===== src/rtl/urx_pkg.sv =====
package urx_pkg;
  typedef struct packed {
    logic       brk;
    logic       fe;
    logic       pe;
    logic [7:0] data;
  } urx_entry_t;

  localparam logic [4:0] CMD_NOP     = 5'b00000;
  localparam logic [4:0] CMD_RST_RX  = 5'b00010;
  localparam logic [4:0] CMD_CLR_ERR = 5'b00100;

  typedef enum logic [2:0] {
    RX_IDLE, RX_START, RX_DATA, RX_PAR, RX_STOP, RX_BRKW
  } urx_state_e;
endpackage


===== src/rtl/urx_frame.sv =====
module urx_frame
  import urx_pkg::*;
#(
  parameter int OSR = 16,
  parameter int DW  = 8
) (
  input  logic       clk,
  input  logic       rst_n,
  input  logic       tick,
  input  logic       rxd_s,
  input  logic [1:0] cfg_len,
  input  logic [1:0] cfg_par,
  input  logic       flush,
  output logic       done,
  output urx_entry_t ent,
  output logic       brk_active,
  output logic       brk_chg
);
  localparam int CW   = $clog2(OSR);
  localparam int IW   = $clog2(DW);
  localparam int HALF = OSR / 2;

  urx_state_e      st_q, st_d;
  logic [CW-1:0]   cnt_q, cnt_d;
  logic [IW-1:0]   idx_q, idx_d;
  logic [DW-1:0]   sh_q, sh_d;
  logic            pb_q, pb_d;
  logic            chg_q, chg_d;
  logic [IW:0]     nbits;
  logic [DW-1:0]   dal;
  logic            par_on, exp_pb, is_brk;

  assign nbits  = (IW+1)'(cfg_len) + (IW+1)'(5);
  assign par_on = (cfg_par != 2'b00);
  assign dal    = sh_q >> ((IW+1)'(DW) - nbits);

  always_comb begin
    case (cfg_par)
      2'b01:   exp_pb = ^dal;
      2'b10:   exp_pb = ~^dal;
      default: exp_pb = 1'b1;
    endcase
  end

  assign is_brk = (dal == '0) && !(par_on && pb_q) && !rxd_s;

  always_comb begin
    ent.data = dal;
    ent.pe   = par_on && (pb_q != exp_pb) && !is_brk;
    ent.fe   = !rxd_s;
    ent.brk  = is_brk;
  end

  always_comb begin
    st_d  = st_q;
    cnt_d = cnt_q;
    idx_d = idx_q;
    sh_d  = sh_q;
    pb_d  = pb_q;
    chg_d = 1'b0;
    done  = 1'b0;
    if (flush) begin
      st_d  = RX_IDLE;
      cnt_d = '0;
    end else if (tick) begin
      case (st_q)
        RX_IDLE: begin
          if (!rxd_s) begin
            st_d  = RX_START;
            cnt_d = '0;
          end
        end
        RX_START: begin
          cnt_d = cnt_q + 1'b1;
          if (cnt_q == CW'(HALF - 1)) begin
            cnt_d = '0;
            idx_d = '0;
            sh_d  = '0;
            st_d  = rxd_s ? RX_IDLE : RX_DATA;
          end
        end
        RX_DATA: begin
          cnt_d = cnt_q + 1'b1;
          if (cnt_q == CW'(OSR - 1)) begin
            cnt_d = '0;
            sh_d  = {rxd_s, sh_q[DW-1:1]};
            idx_d = idx_q + 1'b1;
            if ({1'b0, idx_q} == nbits - 1'b1)
              st_d = par_on ? RX_PAR : RX_STOP;
          end
        end
        RX_PAR: begin
          cnt_d = cnt_q + 1'b1;
          if (cnt_q == CW'(OSR - 1)) begin
            cnt_d = '0;
            pb_d  = rxd_s;
            st_d  = RX_STOP;
          end
        end
        RX_STOP: begin
          cnt_d = cnt_q + 1'b1;
          if (cnt_q == CW'(OSR - 1)) begin
            cnt_d = '0;
            done  = 1'b1;
            st_d  = RX_IDLE;
            if (is_brk) begin
              st_d  = RX_BRKW;
              chg_d = 1'b1;
            end
          end
        end
        RX_BRKW: begin
          cnt_d = rxd_s ? cnt_q + 1'b1 : '0;
          if (rxd_s && cnt_q == CW'(HALF - 1)) begin
            cnt_d = '0;
            st_d  = RX_IDLE;
            chg_d = 1'b1;
          end
        end
        default: st_d = RX_IDLE;
      endcase
    end
    if (!par_on && st_q == RX_DATA) pb_d = 1'b0;
  end

  always_ff @(posedge clk or negedge rst_n) begin
    if (!rst_n) begin
      st_q  <= RX_IDLE;
      cnt_q <= '0;
      idx_q <= '0;
      sh_q  <= '0;
      pb_q  <= 1'b0;
      chg_q <= 1'b0;
    end else begin
      st_q  <= st_d;
      cnt_q <= cnt_d;
      idx_q <= idx_d;
      sh_q  <= sh_d;
      pb_q  <= pb_d;
      chg_q <= chg_d;
    end
  end

  assign brk_active = (st_q == RX_BRKW);
  assign brk_chg    = chg_q;
endmodule


===== src/rtl/urx_fifo.sv =====
module urx_fifo #(
  parameter int DEPTH = 16,
  parameter int W     = 11
) (
  input  logic           clk,
  input  logic           rst_n,
  input  logic           flush,
  input  logic           push,
  input  logic           pop,
  input  logic [W-1:0]   din,
  output logic [W-1:0]   dout,
  output logic [$clog2(DEPTH):0] count
);
  localparam int AW = $clog2(DEPTH);

  logic [W-1:0]  mem [DEPTH];
  logic [AW-1:0] wp_q, wp_d, rp_q, rp_d;
  logic [AW:0]   cnt_q, cnt_d;

  always_comb begin
    wp_d  = wp_q;
    rp_d  = rp_q;
    cnt_d = cnt_q;
    if (flush) begin
      wp_d  = '0;
      rp_d  = '0;
      cnt_d = '0;
    end else begin
      if (push) wp_d = wp_q + 1'b1;
      if (pop)  rp_d = rp_q + 1'b1;
      case ({push, pop})
        2'b10:   cnt_d = cnt_q + 1'b1;
        2'b01:   cnt_d = cnt_q - 1'b1;
        default: cnt_d = cnt_q;
      endcase
    end
  end

  always_ff @(posedge clk or negedge rst_n) begin
    if (!rst_n) begin
      wp_q  <= '0;
      rp_q  <= '0;
      cnt_q <= '0;
    end else begin
      wp_q  <= wp_d;
      rp_q  <= rp_d;
      cnt_q <= cnt_d;
    end
  end

  always_ff @(posedge clk) begin
    if (push && !flush) mem[wp_q] <= din;
  end

  assign dout  = mem[rp_q];
  assign count = cnt_q;
endmodule


===== src/rtl/uart_rx_stfifo.sv =====
module uart_rx_stfifo
  import urx_pkg::*;
#(
  parameter int OSR   = 16,
  parameter int DEPTH = 16
) (
  input  logic       clk,
  input  logic       rst_n,
  input  logic       tick16,
  input  logic       rxd,
  input  logic [1:0] cfg_len,
  input  logic [1:0] cfg_par,
  input  logic       rd_stb,
  input  logic       cmd_stb,
  input  logic [4:0] cmd_code,
  output logic [7:0] rd_data,
  output logic       rd_pe,
  output logic       rd_fe,
  output logic       rd_brk,
  output logic       st_rxrdy,
  output logic       st_rxfull,
  output logic       st_ovr,
  output logic       brk_chg
);
  localparam int AW = $clog2(DEPTH);
  localparam int EW = $bits(urx_entry_t);

  logic [1:0]  sync_q;
  logic        rxd_s;
  logic        rst_rx, clr_err;
  logic        rx_done, brk_act;
  urx_entry_t  rx_ent, hold_q, hold_d, head;
  logic        hold_v, hold_v_d;
  logic        ovr_q, ovr_d;
  logic        push, pop, full;
  logic [AW:0] count;

  always_ff @(posedge clk or negedge rst_n) begin
    if (!rst_n) sync_q <= 2'b11;
    else        sync_q <= {sync_q[0], rxd};
  end
  assign rxd_s = sync_q[1];

  assign rst_rx  = cmd_stb && (cmd_code == CMD_RST_RX);
  assign clr_err = cmd_stb && (cmd_code == CMD_CLR_ERR);

  urx_frame #(.OSR(OSR), .DW(8)) u_rx (
    .clk        (clk),
    .rst_n      (rst_n),
    .tick       (tick16),
    .rxd_s      (rxd_s),
    .cfg_len    (cfg_len),
    .cfg_par    (cfg_par),
    .flush      (rst_rx),
    .done       (rx_done),
    .ent        (rx_ent),
    .brk_active (brk_act),
    .brk_chg    (brk_chg)
  );

  assign full = (count == (AW+1)'(DEPTH));
  assign pop  = rd_stb && (count != '0) && !rst_rx;
  assign push = hold_v && (!full || pop) && !rst_rx;

  always_comb begin
    hold_d   = hold_q;
    hold_v_d = hold_v;
    ovr_d    = ovr_q;
    if (rst_rx) begin
      hold_v_d = 1'b0;
    end else if (rx_done) begin
      hold_d   = rx_ent;
      hold_v_d = 1'b1;
      if (hold_v && !push) ovr_d = 1'b1;
    end else if (push) begin
      hold_v_d = 1'b0;
    end
    if (clr_err) ovr_d = 1'b0;
  end

  always_ff @(posedge clk or negedge rst_n) begin
    if (!rst_n) begin
      hold_q <= '0;
      hold_v <= 1'b0;
      ovr_q  <= 1'b0;
    end else begin
      hold_q <= hold_d;
      hold_v <= hold_v_d;
      ovr_q  <= ovr_d;
    end
  end

  urx_fifo #(.DEPTH(DEPTH), .W(EW)) u_q (
    .clk   (clk),
    .rst_n (rst_n),
    .flush (rst_rx),
    .push  (push),
    .pop   (pop),
    .din   (hold_q),
    .dout  (head),
    .count (count)
  );

  assign rd_data   = head.data;
  assign rd_pe     = head.pe;
  assign rd_fe     = head.fe;
  assign rd_brk    = head.brk;
  assign st_rxrdy  = (count != '0);
  assign st_rxfull = full;
  assign st_ovr    = ovr_q;
endmodule


===== config.mk =====
export PLATFORM = sky130hd
export DESIGN_NAME = uart_rx_stfifo
export DESIGN_NICKNAME = d
export VERILOG_FILES = /design/src/rtl/urx_pkg.sv /design/src/rtl/urx_frame.sv /design/src/rtl/urx_fifo.sv /design/src/rtl/uart_rx_stfifo.sv
export SDC_FILE = /design/constraint.sdc
export NUM_CORES = 1
export LEC_CHECK = 0
export ABC_AREA = 0
export BUFFER_PORTS_ARGS = -buffer_cell sky130_fd_sc_hd__buf_2
export CAP_MARGIN = 15
export CELL_PAD_IN_SITES_DETAIL_PLACEMENT = 2
export CELL_PAD_IN_SITES_GLOBAL_PLACEMENT = 2
export CORE_UTILIZATION = 35
export CTS_BUF_LIST = sky130_fd_sc_hd__clkbuf_4
export DETAILED_ROUTE_END_ITERATION = 16
export PLACE_DENSITY_LB_ADDON = 0.12
export SYNTH_ARGS = -nofsm -noshare
export SYNTH_HDL_FRONTEND = slang
export SYNTH_SLANG_ARGS = --single-unit

===== constraint.sdc =====
create_clock -name clk -period 2.4 [get_ports clk]
set_input_delay 0.12 -clock clk [delete_from_list [all_inputs] [get_ports clk]]
set_output_delay 0.12 -clock clk [all_outputs]
set_load 0.05 [all_outputs]

# == Yosys cells after proc, flatten, opt, wreduce, memory -nomap -nowiden ==
# Memory sizes are Yosys's and may differ from the RTL's.
# Index checks and enable logic that the tools add are counted.
# totals
regBits,48
ramBits,176
inputBits,15
elab_cells,161
mem_count,1
# mem_list
name,words,width,rd,rd_ports_with_merged_regs,wr,line,text
u_q.mem,16,11,1,0,1,urx_fifo.sv:16,logic [W-1:0] mem [DEPTH];
# op_classes
n_addsub,9
n_eq_ne,27
shifts,1
muxes,58
bitwise_logic,1
reduce_logical,48
# op_table
op,n
$mux W4,11
$mux W3,13
$mux W1,23
$reduce_bool A2 Y1,10
$ne A3 B1 Y1 const B,6
$pmux W3 S6,1
$mux W8,2
$pmux W4 S4,1
$pmux W8 S2,1
$logic_and A1 B1 Y1,15
$add A4 B1 Y4 const B,3
$pmux W5 S2,1
$reduce_bool A5 Y1,2
$logic_not A8 Y1,1
$reduce_and A8 Y1,1
$reduce_xnor A8 Y1,1
$reduce_xor A8 Y1,1
$shr A8 B4 Y8,1
$logic_not A1 Y1,7
$eq A3 B2 Y1 const B,2
$eq A3 B3 Y1 const B,2
$pmux W3 S2,1
$reduce_and A3 Y1,2
$reduce_bool A3 Y1,2
other kinds (29),34

# == Logic depth before layout (Yosys ltp) ==
# depth
word_depth,13
depth_mapped,11
ltp_nobuf,10

# == Cells and area by module ==
# A second synthesis with hierarchy kept.
# unflattened
cells_unflattened,579
area_unflattened_um2,9790.6
# by_module_without_submodules
mod,instances,cells_each,area_each_um2,seq_area_each_um2
urx_fifo,1,344,7503.4,5610.4
urx_frame,1,190,1656.6,500.5
uart_rx_stfifo,1,45,630.6,377.9

# == Worst setup path before layout ==
# OpenSTA, ideal clock, no wires.
# synth_path
kind,register to register
from,register u_q.cnt_q[1] (netlist: u_q.count[1])
to,register u_q.cnt_q[4] (netlist: u_q.count[4])
setup_time_ns,0.135
arrival_ns,2.508
required_time_ns,2.265
setup_slack_ns,-0.243
stages_incl_launch_ff,11
n_path_buf,0
period_less_slack_ns,2.643
cell_sequence,dfrtp_1 -> or4_4 -> o21a_1 -> nand3_1 -> inv_1 -> ha_1 -> and2b_2 -> o21a_1 -> nor4_1 -> o21ai_0 -> nor3b_1
# synth_via
elab_chain_cells,9
# synth_lines
element,line,text
start: declaration,urx_fifo.sv:18,"logic [AW:0] cnt_q, cnt_d;"
start signal: assignment,urx_fifo.sv:47,cnt_q <= cnt_d;
$reduce_bool A5 Y1,uart_rx_stfifo.sv:62,assign pop = rd_stb && (count != '0) && !rst_rx;
$logic_and A1 B1 Y1 (2 in series),uart_rx_stfifo.sv:62,
$logic_or A1 B1 Y1,uart_rx_stfifo.sv:63,assign push = hold_v && (!full || pop) && !rst_rx;
$logic_and A1 B1 Y1 (2 in series),uart_rx_stfifo.sv:63,
$eq A2 B1 Y1 / $eq A2 B2 Y1 (equally long branches),urx_fifo.sv:31,"case ({push, pop})"
$pmux W5 S2,urx_fifo.sv:31,
$mux W5,urx_fifo.sv:24,if (flush) begin
# Parallel ways exist; a longest one is shown, timed or not.
# A chain may end at the register's enable or synchronous reset.

# == Final worst setup path ==
# layout_path
from,register u_q.rp_q[0]
to,output port rd_fe
# layout_via
elab_chain_cells,1
# layout_lines
element,line,text
start: declaration,urx_fifo.sv:17,"logic [AW-1:0] wp_q, wp_d, rp_q, rp_d;"
start signal: assignment,urx_fifo.sv:46,rp_q <= rp_d;
$mem_v2 Z16 W11,-,
end: declaration,uart_rx_stfifo.sv:18,"output logic rd_fe,"
# Every way passes these cells.

==> out/qor.yml <==
outcome: "finished with violations"
violations: "negative setup slack"
fill_cells: 2640
drc: 0
async_flop_share_pct: 21.4
die-height_um: 168
hold_viol_final: 0
coreArea_um2: 27100
worstPathArrival_ns: 2.49
cp.required_ns: 2.28
power.internal_w: 0.00812
worstMarginPinSlew_ns: 0.970
synth_cell_types: 64
synth-seq-cells: 224
grt_max_degree: 26
cts_tree: "built"
min_from: "rxd"
via_count: 6264
layout-drive-gt1-share_pct: 35.6
first_pass_iters: 6
die_area_um2: 28400
fin_area_um2: 12200
fin_crit_sh_pct: 109
r2r_slack_ns: -0.20
wire_per_inst_um: 21.3
min_path_cells: 2
syn_nets: 697
synth_edf_count: 176
synthFlopType: "edfxtp_1"
clockBufferDepth: 3
hpwlAfterDp_mm: 17.4
holdPathEnd: "sync_q[0]"
globalplace.congestion: 0.809
wirelength_mm: 26.4
netSwitchingFraction_pct: 35.7
grt_pass1_wl_mm: 41.0
grt_usage_pct: 18.9
rows: 60
ant_nets: 0
yosysWarningCount: 0
drt-initial-drc-count: 204
viasPerCell: 5.04
critPathKind: "reg2out"
clk_transition_reported_paths_ns: 0.06
p_per_area_nw_per_um2: 1030
drv_cap: 0
fin_skew_ns: 0.0730
synth_most_common_cell: "edfxtp_1"
htreeDepth: 2
io_pins: 30
yosysTopAreaCell: "edfxtp_1"
p_switching_w: 0.00450
port_buffers: 29
place_inst: 1093
overflow: 0
p_comb_share_pct: 37.4
antenna_found_initial: 1
path_max_fanout: 6
dpl_cell_area_um2: 10700
start_util_pct: 35.8
synth_cells: 664
fmax_mhz: 384
synth_top_area_share_pct: 54.5
final_cells: 1243
syn2layout_area_growth_pct: 26.2
insertion_delay_ns: 0.73
yosys-top-cells-area: "edfxtp_1 55%, dfrtp_1 12%, mux4_2 5.1%"
setup_viol: 12
tns_ns: -2.10
grt_pass1_vias: 7163
synthTopCellsByCount: "176 x edfxtp_1, 63 x nand2_1, 58 x o21ai_0"
syn_avg_cell_area_um2: 14.6
power_frac_seq_pct: 35.5
rsz0062_at_grt: "yes"
layout_setup_ws_ns: -0.207
clkPwrFrac_pct: 27.1
startpoint_type: "flip-flop"
rr_worst_depth: 10
period_needed_ns: 2.61
slew_headroom_pct: 35.1
p_leak_nw: 4.76
numCtsBuffers: 61
r2r-start: "u_q.count[3]"
report.final.slew_viol_count: 0
rr_endpoint: "u_q.count[4]"
root_buffer: "clkbuf_4"
nets: 852
startpoint: "u_q.rp_q[0]"
hp-class: "in2reg"
ir_worst_vdd_uv: 378
cts_num_sinks: 224
synth_area_um2: 9700
ys_seq_area_share_pct: 66.9
post-route-util_pct: 45.2
die_width_um: 168
crit_path_end_kind: "output port"
[timing repair]
item                       in CTS  in global routing
gates resized for setup        57                 54
pin swaps                       7                 27
setup endpoints to repair      58                 15
setup buffers                   6                 12
gates cloned                    0                  3
hold endpoints to repair       66                  0
hold buffers                   14                  0
[cells in the final DEF, fill, tap and decap left out, types with 16 or more instances in the layout]
master | netlist | layout
buf_2 | 6 | 17
mux4_2 | 22 | 22
dfrtp_1 | 46 | 42
buf_4 | 1 | 68
clkbuf_4 | 0 | 87
nand2_1 | 63 | 59
nor2_1 | 20 | 18
clkinv_1 | 0 | 22
o21ai_0 | 58 | 40
edfxtp_1 | 176 | 176
inv_1 | 17 | 16
mux2i_1 | 41 | 38
a21oi_1 | 25 | 20
buf_6 | 0 | 16
[critical path, stage by stage (launching register included)]
cell and delay [ns]:
dfrtp_4 0.51, buf_12 0.16, clkbuf_16 0.16, mux4_2 0.53
a22oi_2 0.17, nand2_1 0.11, buf_6 0.17
[registers in the layout, summed over array words and instances (netlist names)]
register / flops
u_q.mem: 176
hold_q: 11
u_rx.sh_q: 8
u_q.count: 5
u_q.rp_q: 4
u_q.wp_q: 4
u_rx.cnt_q: 4
u_rx.idx_q: 3
u_rx.st_q: 3
sync_q: 2
hold_v: 1
st_ovr: 1
u_rx.brk_chg: 1
u_rx.pb_q: 1
[power groups by stage]
| stage | logic (W) | clock network [W] | registers (W) |
|---|---|---|---|
| 2_1_floorplan | 0.00249 | 0 | 0.00443 |
| 3_3_place_gp | 0.00344 | 0 | 0.00459 |
| 3_5_place_dp | 0.00356 | 0 | 0.00460 |
| 4_1_cts | 0.00411 | 0.00356 | 0.00448 |
| 5_1_grt | 0.00503 | 0.00378 | 0.00449 |
| 6_report | 0.00472 | 0.00342 | 0.00447 |
[per-stage QoR]
stage                     total power [W]  hold slack, ns  worst slack [ns]
final                              0.0126          0.0874            -0.207
after global placement            0.00802           0.150            -0.106
after detailed placement          0.00815           0.170            -0.318
after CTS                          0.0121         0.00940            -0.307
after floorplan                   0.00692          -0.176            -0.191
after global routing               0.0133          0.0242            -0.324
[metal layers]
layer	GRT usage, %	share of wire, %	up-vias	wire length (µm)
li1	-	-	2907	-
met1	22.8	43	3221	11300
met2	34.7	53	105	14000
met3	3.55	3.1	31	806
met4	4.74	1.1	0	301
met5	0	0	-	0
[final cells by class]
type | count | area, µm² | share of cell area [%]
multi-input combinational | 390 | 3300 | 27.0
timing repair buffer | 125 | 1120 | 9.12
tap | 372 | 465 | 3.80
sequential | 224 | 6500 | 53.1
antenna | 1 | 2.50 | 0.0204
clock buffer | 86 | 646 | 5.28
inverter | 17 | 66.3 | 0.542
clock inverter | 28 | 145 | 1.19
[how the worst max path moves through the flow]
stage                     cells past startpoint           end  slack, ns
after floorplan                              10  u_q.count[4]      -0.19
after global placement                       10  u_q.count[4]      -0.11
after detailed placement                     10  u_q.count[4]      -0.32
after CTS                                     5         rd_fe      -0.31
after global routing                          6    rd_data[4]      -0.32
final                                         6         rd_fe      -0.21
[kinds of logic after synthesis]
group	count (synthesis)	synth area share, %
muxes	79	11.2
buffers and inverters	50	2.17
and+or+nand+nor	151	7.94
DFF	224	66.9
adders and majority gates	18	2.40
AOI/OAI and AO/OA	131	8.36
xor gates and xnor gates	11	0.994
(Power assumes the default switching activity.)
